`config.mk`:
```
export PLATFORM = sky130hd
export DESIGN_NAME = xlate_walker
export DESIGN_NICKNAME = d
export VERILOG_FILES = /design/src/rtl/pw_pkg.sv /design/src/rtl/pw_entry_addr.sv /design/src/rtl/pw_perm_check.sv /design/src/rtl/xlate_walker.sv
export SDC_FILE = /design/constraint.sdc
export NUM_CORES = 1
export LEC_CHECK = 0
export CAP_MARGIN = 30
export CORE_AREA = 2 2 116 118
export CTS_CLUSTER_DIAMETER = 80
export CTS_CLUSTER_SIZE = 12
export DETAILED_ROUTE_END_ITERATION = 7
export DIE_AREA = 0 0 118 120
export PLACE_DENSITY = 0.85
export RECOVER_POWER = 50
export REMOVE_ABC_BUFFERS = 1
export SYNTH_ARGS = -nofsm -noshare
export SYNTH_HDL_FRONTEND = slang
export SYNTH_SLANG_ARGS = --single-unit
```
`constraint.sdc`:
```
create_clock -name clk -period 2.16 [get_ports clk]
set_clock_uncertainty 0.1 [all_clocks]
set_input_delay 0.324 -clock clk [delete_from_list [all_inputs] [get_ports clk]]
set_output_delay 0.324 -clock clk [all_outputs]
set_load 0.005 [all_outputs]
```
`src/rtl/pw_pkg.sv`:
```
package pw_pkg;

    typedef enum logic [2:0] {
        ST_IDLE,
        ST_DIR,
        ST_TBL,
        ST_DONE,
        ST_FAULT
    } walk_st_e;

    typedef enum logic [2:0] {
        FLT_NONE       = 3'd0,
        FLT_DIR_ABSENT = 3'd1,
        FLT_TBL_ABSENT = 3'd2,
        FLT_WRITE      = 3'd3,
        FLT_USER       = 3'd4
    } flt_e;

    // flag bit positions inside a translation entry
    localparam int unsigned ENT_PRESENT = 0;
    localparam int unsigned ENT_WRITE   = 1;
    localparam int unsigned ENT_USER    = 2;
    localparam int unsigned ENT_FLAGS   = 3;

endpackage

```
`src/rtl/pw_entry_addr.sv`:
```
module pw_entry_addr #(
    parameter int unsigned ADDR_W = 32,
    parameter int unsigned OFF_W  = 12,
    parameter int unsigned IDX_W  = 10
) (
    input  logic [ADDR_W-OFF_W-1:0] frame,
    input  logic [IDX_W-1:0]        idx,
    output logic [ADDR_W-1:0]       addr
);
    // each entry is four bytes wide
    localparam int unsigned SLOT_W = IDX_W + 2;

    logic [SLOT_W-1:0] slot;

    assign slot = {idx, 2'b00};
    assign addr = {frame, OFF_W'(slot)};
endmodule

```
`src/rtl/pw_perm_check.sv`:
```
module pw_perm_check
    import pw_pkg::*;
#(
    parameter flt_e ABSENT_CODE = FLT_DIR_ABSENT
) (
    input  logic [ENT_FLAGS-1:0] flags,
    input  logic                 is_write,
    input  logic                 is_user,
    output flt_e                 code
);
    always_comb begin
        if (!flags[ENT_PRESENT])
            code = ABSENT_CODE;
        else if (is_user && !flags[ENT_USER])
            code = FLT_USER;
        else if (is_write && !flags[ENT_WRITE])
            code = FLT_WRITE;
        else
            code = FLT_NONE;
    end
endmodule

```
`src/rtl/xlate_walker.sv`:
```
module xlate_walker
    import pw_pkg::*;
#(
    parameter int unsigned ADDR_W = 32,
    parameter int unsigned OFF_W  = 12
) (
    input  logic              clk,
    input  logic              rst_n,
    input  logic              paging_on,
    input  logic [ADDR_W-1:0] dir_base,
    input  logic              req_valid,
    output logic              req_ready,
    input  logic [ADDR_W-1:0] req_addr,
    input  logic              req_write,
    input  logic              req_user,
    output logic              mem_rd_valid,
    output logic [ADDR_W-1:0] mem_rd_addr,
    input  logic              mem_rsp_valid,
    input  logic [ADDR_W-1:0] mem_rsp_data,
    output logic              rsp_valid,
    output logic              rsp_fault,
    output logic [2:0]        rsp_code,
    output logic [ADDR_W-1:0] rsp_phys,
    output logic [ADDR_W-1:0] fault_addr
);
    localparam int unsigned FRM_W  = ADDR_W - OFF_W;
    localparam int unsigned IDX_W  = FRM_W / 2;
    localparam int unsigned LEVELS = 2;

    walk_st_e          state_q, state_d;
    logic [ADDR_W-1:0] va_q;
    logic              wr_q;
    logic              usr_q;
    logic              sent_q;
    logic [FRM_W-1:0]  tbl_frame_q;
    logic [ADDR_W-1:0] phys_q;
    flt_e              code_q;
    logic [ADDR_W-1:0] fault_addr_q;

    logic [FRM_W-1:0]  lvl_frame [LEVELS];
    logic [IDX_W-1:0]  lvl_idx   [LEVELS];
    logic [ADDR_W-1:0] lvl_addr  [LEVELS];
    flt_e              lvl_code  [LEVELS];

    logic unused_bits;
    assign unused_bits = ^{dir_base[OFF_W-1:0], mem_rsp_data[OFF_W-1:ENT_FLAGS]};

    // level 0 indexes the directory with the top field, level 1 the table
    assign lvl_frame[0] = dir_base[ADDR_W-1:OFF_W];
    assign lvl_idx[0]   = va_q[ADDR_W-1 -: IDX_W];
    assign lvl_frame[1] = tbl_frame_q;
    assign lvl_idx[1]   = va_q[OFF_W +: IDX_W];

    for (genvar lv = 0; lv < LEVELS; lv++) begin : g_lvl
        pw_entry_addr #(
            .ADDR_W (ADDR_W),
            .OFF_W  (OFF_W),
            .IDX_W  (IDX_W)
        ) u_addr (
            .frame (lvl_frame[lv]),
            .idx   (lvl_idx[lv]),
            .addr  (lvl_addr[lv])
        );

        pw_perm_check #(
            .ABSENT_CODE ((lv == 0) ? FLT_DIR_ABSENT : FLT_TBL_ABSENT)
        ) u_chk (
            .flags    (mem_rsp_data[ENT_FLAGS-1:0]),
            .is_write (wr_q),
            .is_user  (usr_q),
            .code     (lvl_code[lv])
        );
    end

    // state register
    always_ff @(posedge clk) begin
        if (!rst_n)
            state_q <= ST_IDLE;
        else
            state_q <= state_d;
    end

    // next state
    always_comb begin
        state_d = state_q;
        unique case (state_q)
            ST_IDLE: begin
                if (req_valid)
                    state_d = paging_on ? ST_DIR : ST_DONE;
            end
            ST_DIR: begin
                if (mem_rsp_valid)
                    state_d = (lvl_code[0] != FLT_NONE) ? ST_FAULT : ST_TBL;
            end
            ST_TBL: begin
                if (mem_rsp_valid)
                    state_d = (lvl_code[1] != FLT_NONE) ? ST_FAULT : ST_DONE;
            end
            ST_DONE:  state_d = ST_IDLE;
            ST_FAULT: state_d = ST_IDLE;
            default:  state_d = ST_IDLE;
        endcase
    end

    // walk datapath
    always_ff @(posedge clk) begin
        if (!rst_n) begin
            va_q         <= '0;
            wr_q         <= 1'b0;
            usr_q        <= 1'b0;
            sent_q       <= 1'b0;
            tbl_frame_q  <= '0;
            phys_q       <= '0;
            code_q       <= FLT_NONE;
            fault_addr_q <= '0;
        end else begin
            unique case (state_q)
                ST_IDLE: begin
                    if (req_valid) begin
                        va_q   <= req_addr;
                        wr_q   <= req_write;
                        usr_q  <= req_user;
                        sent_q <= 1'b0;
                        code_q <= FLT_NONE;
                        phys_q <= req_addr;
                    end
                end
                ST_DIR: begin
                    if (mem_rd_valid)
                        sent_q <= 1'b1;
                    if (mem_rsp_valid) begin
                        sent_q <= 1'b0;
                        if (lvl_code[0] != FLT_NONE) begin
                            code_q       <= lvl_code[0];
                            fault_addr_q <= va_q;
                        end else begin
                            tbl_frame_q <= mem_rsp_data[ADDR_W-1:OFF_W];
                        end
                    end
                end
                ST_TBL: begin
                    if (mem_rd_valid)
                        sent_q <= 1'b1;
                    if (mem_rsp_valid) begin
                        sent_q <= 1'b0;
                        if (lvl_code[1] != FLT_NONE) begin
                            code_q       <= lvl_code[1];
                            fault_addr_q <= va_q;
                        end else begin
                            phys_q <= {mem_rsp_data[ADDR_W-1:OFF_W], va_q[OFF_W-1:0]};
                        end
                    end
                end
                default: ;
            endcase
        end
    end

    // outputs
    always_comb begin
        req_ready    = 1'b0;
        mem_rd_valid = 1'b0;
        mem_rd_addr  = '0;
        rsp_valid    = 1'b0;
        rsp_fault    = 1'b0;
        rsp_code     = FLT_NONE;
        rsp_phys     = '0;
        unique case (state_q)
            ST_IDLE: req_ready = 1'b1;
            ST_DIR: begin
                mem_rd_valid = !sent_q;
                mem_rd_addr  = lvl_addr[0];
            end
            ST_TBL: begin
                mem_rd_valid = !sent_q;
                mem_rd_addr  = lvl_addr[1];
            end
            ST_DONE: begin
                rsp_valid = 1'b1;
                rsp_phys  = phys_q;
            end
            ST_FAULT: begin
                rsp_valid = 1'b1;
                rsp_fault = 1'b1;
                rsp_code  = code_q;
            end
            default: ;
        endcase
    end

    assign fault_addr = fault_addr_q;

    // ---------------- assertions ----------------
    logic rd_pend_q;
    always_ff @(posedge clk) begin
        if (!rst_n)
            rd_pend_q <= 1'b0;
        else if (mem_rsp_valid)
            rd_pend_q <= 1'b0;
        else if (mem_rd_valid)
            rd_pend_q <= 1'b1;
    end

    p_one_read_r9: assert property (@(posedge clk) disable iff (!rst_n)
        mem_rd_valid |-> !rd_pend_q);

    p_busy_r9: assert property (@(posedge clk) disable iff (!rst_n)
        (rsp_valid || mem_rd_valid) |-> !req_ready);

    p_pulse_r11: assert property (@(posedge clk) disable iff (!rst_n)
        rsp_valid |=> !rsp_valid);

    p_fa_change_r7: assert property (@(posedge clk) disable iff (!rst_n)
        !$stable(fault_addr) |-> (rsp_valid && rsp_fault));

    p_fa_value_r7: assert property (@(posedge clk) disable iff (!rst_n)
        (rsp_valid && rsp_fault) |-> (fault_addr == va_q));

    p_offset_r2: assert property (@(posedge clk) disable iff (!rst_n)
        (rsp_valid && !rsp_fault) |-> (rsp_phys[OFF_W-1:0] == va_q[OFF_W-1:0]));

    p_align_r1: assert property (@(posedge clk) disable iff (!rst_n)
        mem_rd_valid |-> (mem_rd_addr[1:0] == 2'b00));

    p_code_r3: assert property (@(posedge clk) disable iff (!rst_n)
        rsp_valid |-> (rsp_fault == (rsp_code != 3'd0)));

endmodule

```
* Word-level counts from Yosys, hierarchy flattened
Index checks and enable logic that the tools add are counted.
Cells by class: multipliers 0, eq/ne operators 11, reductions and logical operators 21, bitwise gates (word level) 1, order comparisons 0, multiplexer cells 37, shift-type cells 0, add/subtract/negate cells 0, div/mod/pow operators 0
Operators with widths (count):
- 2-to-1 mux 32 bit | 8
- one-hot mux 32 bit (2 select lines) | 3
- 2-to-1 mux 3 bit | 14
- one-hot mux 3 bit (3 select lines) | 2
- != test 2 bit (second input constant) | 6
- AND reduction 3 bit | 3
- nonzero test 3 bit | 3
- 2-to-1 mux 1 bit | 7
- == test 3 x 2 -> 1 bit (second input constant) | 2
- AND reduction 6 bit | 1
- nonzero test 2 bit | 3
- AND reduction 5 bit | 1
- 2-to-1 mux 2 bit | 2
- AND reduction 4 bit | 1
- OR reduction 2 bit | 2
- == test 3 x 1 -> 1 bit (second input constant) | 1
- == test 3 bit (second input constant) | 1
- logical NOT 1 bit | 3
- logical NOT 3 bit | 1
- != test 3 x 1 -> 1 bit (second input constant) | 1
- logical AND 1 bit | 2
- one-hot mux 1 bit (2 select lines) | 1
- AND reduction 2 bit | 1
- inverter 1 bit | 1
Word-level totals: register bits after elaboration 125, output and inout bits 103, memories kept 0, input bits 103, logic and storage cells 79, latch bits 0, bits in read-only memories 0, RAM bits 0

* Depth between registers and ports, before layout
Gate-level depths: netlist of the first run.
word-level depth 9, mapped depth 6, mapped depth without buffers 4

* Cells and area by module
A second synthesis of the first run with hierarchy kept.
Second synthesis, totals: cell total of the unflattened synthesis 702, area total of the unflattened synthesis 6338.6 µm²
Modules (own cells, without submodules):
- xlate_walker | times used 1, area an instance 5748.0 µm², cells each 626
- pw_entry_addr | times used 2, area an instance 244.0 µm², cells each 33
- pw_perm_check | times used 2, area an instance 51.3 µm², cells each 5

* Worst setup path after synthesis of the first run
OpenSTA, ideal clock, no wires.
path kind reg-to-output, start point reg state_q[2], end point out mem_rd_addr[10], cell stages (with the launch flop) 6, data required time 1.736 ns, buffers on the path 3, arrival 1.451 ns, slack 0.285 ns, cell sequence dfxtp_1 buf_2 nor3b_2 buf_2 buf_1 a22o_1
Between the ends: cells in the longest elaborated chain, start to end 2
RTL lines:
- start: declaration | line xlate_walker.sv:30 | walk_st_e state_q, state_d;
- start signal: assignment | line xlate_walker.sv:80 | state_q <= state_d;
- == test 3 x 2 -> 1 bit or == test 3 x 1 -> 1 bit (tied branches) | line xlate_walker.sv:168 | unique case (state_q)
- one-hot mux 32 bit (2 select lines) (*) | line xlate_walker.sv:168
- end: declaration | line xlate_walker.sv:17 | output logic [ADDR_W-1:0] mem_rd_addr,
Every way passes the cells marked *; elsewhere a longest branch is shown, timed or not.

* Worst setup path after layout of the first run
start point reg state_q[0], end point out rsp_code[1]
Between the ends: cells in the longest elaborated chain, start to end 2
RTL lines:
- == test 3 bit | line xlate_walker.sv:168
- 2-to-1 mux 3 bit | line xlate_walker.sv:168
- end: declaration | line xlate_walker.sv:22 | output logic [2:0] rsp_code,
Every way passes these cells.

==> summary.md, run 1 <==
| Metric | Value |
|---|---|
| Status | complete, but fails checks |
| Setup CP Type | flop to output port |
| Clock latency on the worst-skew pair | just over 0.4 ns |
| Cell Area, Synth | 5740 sq um |
| Crit path buf inv count | 3 |
| ANT cells | 0 |
| Die area | 14200 sq um |
| Fin crit share | 102% |
| Die width | 118 um |
| Largest fanout on the critical path | 11 |
| Fin util | 69.8% |
| Comb power frac | approximately a quarter |
| RSZ-0062 raised after global routing | yes |
| Vias per Instance | 5.47 |
| Synthesis-to-layout area growth | 57.8% |
| Grt ovf | 0 |
| Num ports | between 200 and 250 |
| Violated checks | negative setup slack |
| Core area | 13000 sq um |
| Fin nets | 1017 |
| 1st-pass router iterations | 5 |
| Initial Util | 44.2% |
| Hold Vio Cnt, Final | 0 |
| Vias | approximately 6000 |
| Leading cell types in the layout, fill and taps excluded | 153 x nand2_1, 122 x dfxtp_1, 80 x clkdlybuf4s50_1, 63 x a21boi_0 |
| Int Power | ~5.3 mW |
| Routed Wire Length | approximately 20000 um |
| FF+latch count, synth | 125 |
| Worst EP required | between 1.5 and 2 ns |
| Clock Pin Slew Worst Setup and Hold Paths | roughly 0.05 ns |
| TNS Setup | -0.166 ns |
| Peak VDD IR | ~0.5 mV |
| Max frequency | approximately 450 MHz |
| Worst slew pin tran | ~0.55 ns |
| Clock power share | a little under two fifths |
| Vias in the first global route | 5932 |
| Port Buffers | ~180 |
| Family with the most delay on the worst path | buffers and inverters |
| First-pass GRT wire length | slightly above 30000 um |
| GRT Overall Usage | between 20% and 30% |
| Switch Pwr | 2.18 mW |
| H-tree depth | 4 |
| Finished Cell Area | just over 9000 sq um |
| Proportion of synthesized chip area in sequential cells | between 40% and 50% |
| Clock tree sinks | roughly 130 |
| CP peak stage delay | 0.50 ns |
| FP Rows | between 40 and 50 |
| Leakage power | between 3 and 4 nW |
| Largest net degree at the start of global routing | ~80 |
| CTS max path bufs | 2 |
| Sequential Power Share | between 30% and 40% |
| TritonCTS clock tree | done |
| Mean Syn Cell Area | 8.26 sq um |
| Final total power | 7.45 mW |
| Drt drc | 0 |
| Unique cell type count in the Yosys netlist | 46 |
| WP data arrival | 1.79 ns |
| Antenna Nets Post-Route | 0 |
| Final worst path period need | 2.21 ns |
| Num CTS Buffers | 17 |
| Ys Warns | 0 |
| Post-DP Area | 7950 sq um |
| Max Slew Vio Count | 0 |
| Die Ht | about 120 um |
| DP Wirelength | roughly 11000 um |
| GPL Wtd Cong | between 0.7 and 0.8 |
| Max-slew headroom | between 60% and 70% |
| Share of the synthesized area in the top cell type | a little over two fifths |
| Synthesized instance count | 695 |
| Layout cell share with drive strength beyond 1 | approximately a quarter |
| Slowest cell on the critical path | clkdlybuf4s50_1 |
| Fillers | between 1000 and 1500 |
| Routed len/inst | between 15 and 20 um |
| CP Cell Sequence | buf_6 > nor2_4 > buf_4 > and3_1 > clkdlybuf4s50_1 |
| Starting DRT DRC Count | between 400 and 500 |
| Commonest non-fill, non-tap cell in the layout | nand2_1 |
| Startpoint Class | flop |
| Root buffer selected by CTS | clkbuf_16 |
| Sw Ratio | between 20% and 30% |
| Final WS setup | -0.0509 ns |
| Initial antenna violation count | 0 |
| CP endpoint kind | output port |
| Largest cells by area after synthesis | dfxtp_1 44%, nand2_1 10%, a21boi_0 7.7%, o221a_2 6.3%, a22o_1 4.6% |
| Maxcap violations | 0 |
| Count of final setup violators | 7 |
| Pwr per Cell Area | slightly above 800 nW/um^2 |
| Synth area leader | dfxtp_1 |
| Min-Delay Path Class | input pin to flop |
stage by stage:
step                      hold WS (ns)  cells  setup WS [ns]
after CTS                        0.170   1099         -0.149
after floorplan                  0.328    630          -4.19
after global routing             0.212   1103         -0.111
final                            0.202   1103        -0.0509
after global placement           0.343   1029         -0.243
after detailed placement         0.345   1029         -0.280
cell usage after synthesis (all sizes together):
cell type  count
and3           3
xor2           1
a211o          1
nand2b         3
nor2          39
a31oi         32
xnor2          1
nand2        153
a221oi         1
or2            1
dfxtp        125
inv           33
nor2b          4
nor3           2
o311ai         1
o221a         32
or4b           1
o311a          1
a21boi        67
nor4           1
mux2i          1
and2          34
nor3b          2
nor4b          1
a41oi          1
nand3         23
o21ai         21
a221o          1
and3b          1
clkbuf        44
a21oi          2
a22o          30
buf           22
o41ai          1
o31ai          2
conb           1
a21o           1
nand4          4
nand4bb        1
layout make-up:
type	count	area, sq um	share of cell area (%)
Sequential cell	125	2510	27.8
Tap cell	176	220	2.43
Multi-Input combinational cell	473	2950	32.5
Clock inverter	14	144	1.59
Inverter	33	124	1.37
Clock buffer	18	439	4.85
Timing Repair Buffer	264	2670	29.5
repair_timing:
item                                    CTS  global route
setup buffers                            28             8
pin swaps                                17            21
gates resized for setup                 277            50
endpoints found under the setup margin  100            58
hold buffers                              0             0
gates cloned                             10             2
logic make-up after synthesis:
group,after synthesis,synth area share (%)
other cells,1,0.0653
flops,125,43.6
xor+xnor,2,0.436
mux,1,0.174
buf+inv,99,7.15
simple gates,273,21.5
compound gates,194,27.1
path summary, 6_finish.rpt:
check | slack (ns) | to | startpoint | depth (start not counted)
max | -0.05 | rsp_code[1] | state_q[0] | 5
min | 0.20 | state_q[0] | mem_rsp_valid | 3
max reg2reg | 0.08 | fault_addr[24] | state_q[2] | 7
min reg2reg | 0.35 | fault_addr[10] | fault_addr[10] | 2
registers in the layout, indices dropped and copies added (netlist names):
signal	flops
wr_q	1
fault_addr	32
state_q	3
code_q	3
phys_q	32
va_q	32
usr_q	1
sent_q	1
tbl_frame_q	20
power groups by stage:
stage / sequential [mW] / clock, mW / combinational [mW]
2_1_floorplan: 2.69 / 0 / 0.732
3_5_place_dp: 2.70 / 0 / 1.59
3_3_place_gp: 2.69 / 0 / 1.56
6_report: 2.68 / 2.82 / 1.95
5_1_grt: 2.70 / 2.95 / 2.08
4_1_cts: 2.66 / 2.84 / 1.85
worst register-to-register path: stages (launching register included):
cell and delay [ns]:
dfxtp_4 0.37, clkbuf_2 0.15, buf_4 0.17, nor2b_1 0.23
o311a_2 0.32, buf_4 0.38, nand2_1 0.11, a21boi_0 0.19
per-layer routing:
metal	GRT usage, %	up-vias	part of all wire [%]
met4	11.9	0	2.1
met2	48.5	284	51
li1	-	2848	-
met1	32.2	2862	40
met5	0	-	0
met3	6.99	38	7.2
No activity file was read; power rests on OpenSTA's default activity.
==> run 2: changes to the inputs <==
- SLEW_MARGIN: default -> 0
==> results of run 2 <==
The final DEF is identical to that of run 1; final timing and power are the same.
==> run 3: changes to the inputs <==
- ABC_CLOCK_PERIOD_IN_PS: default -> 2160
==> results of run 3 <==
The final DEF is identical to that of run 1; final timing and power are the same.
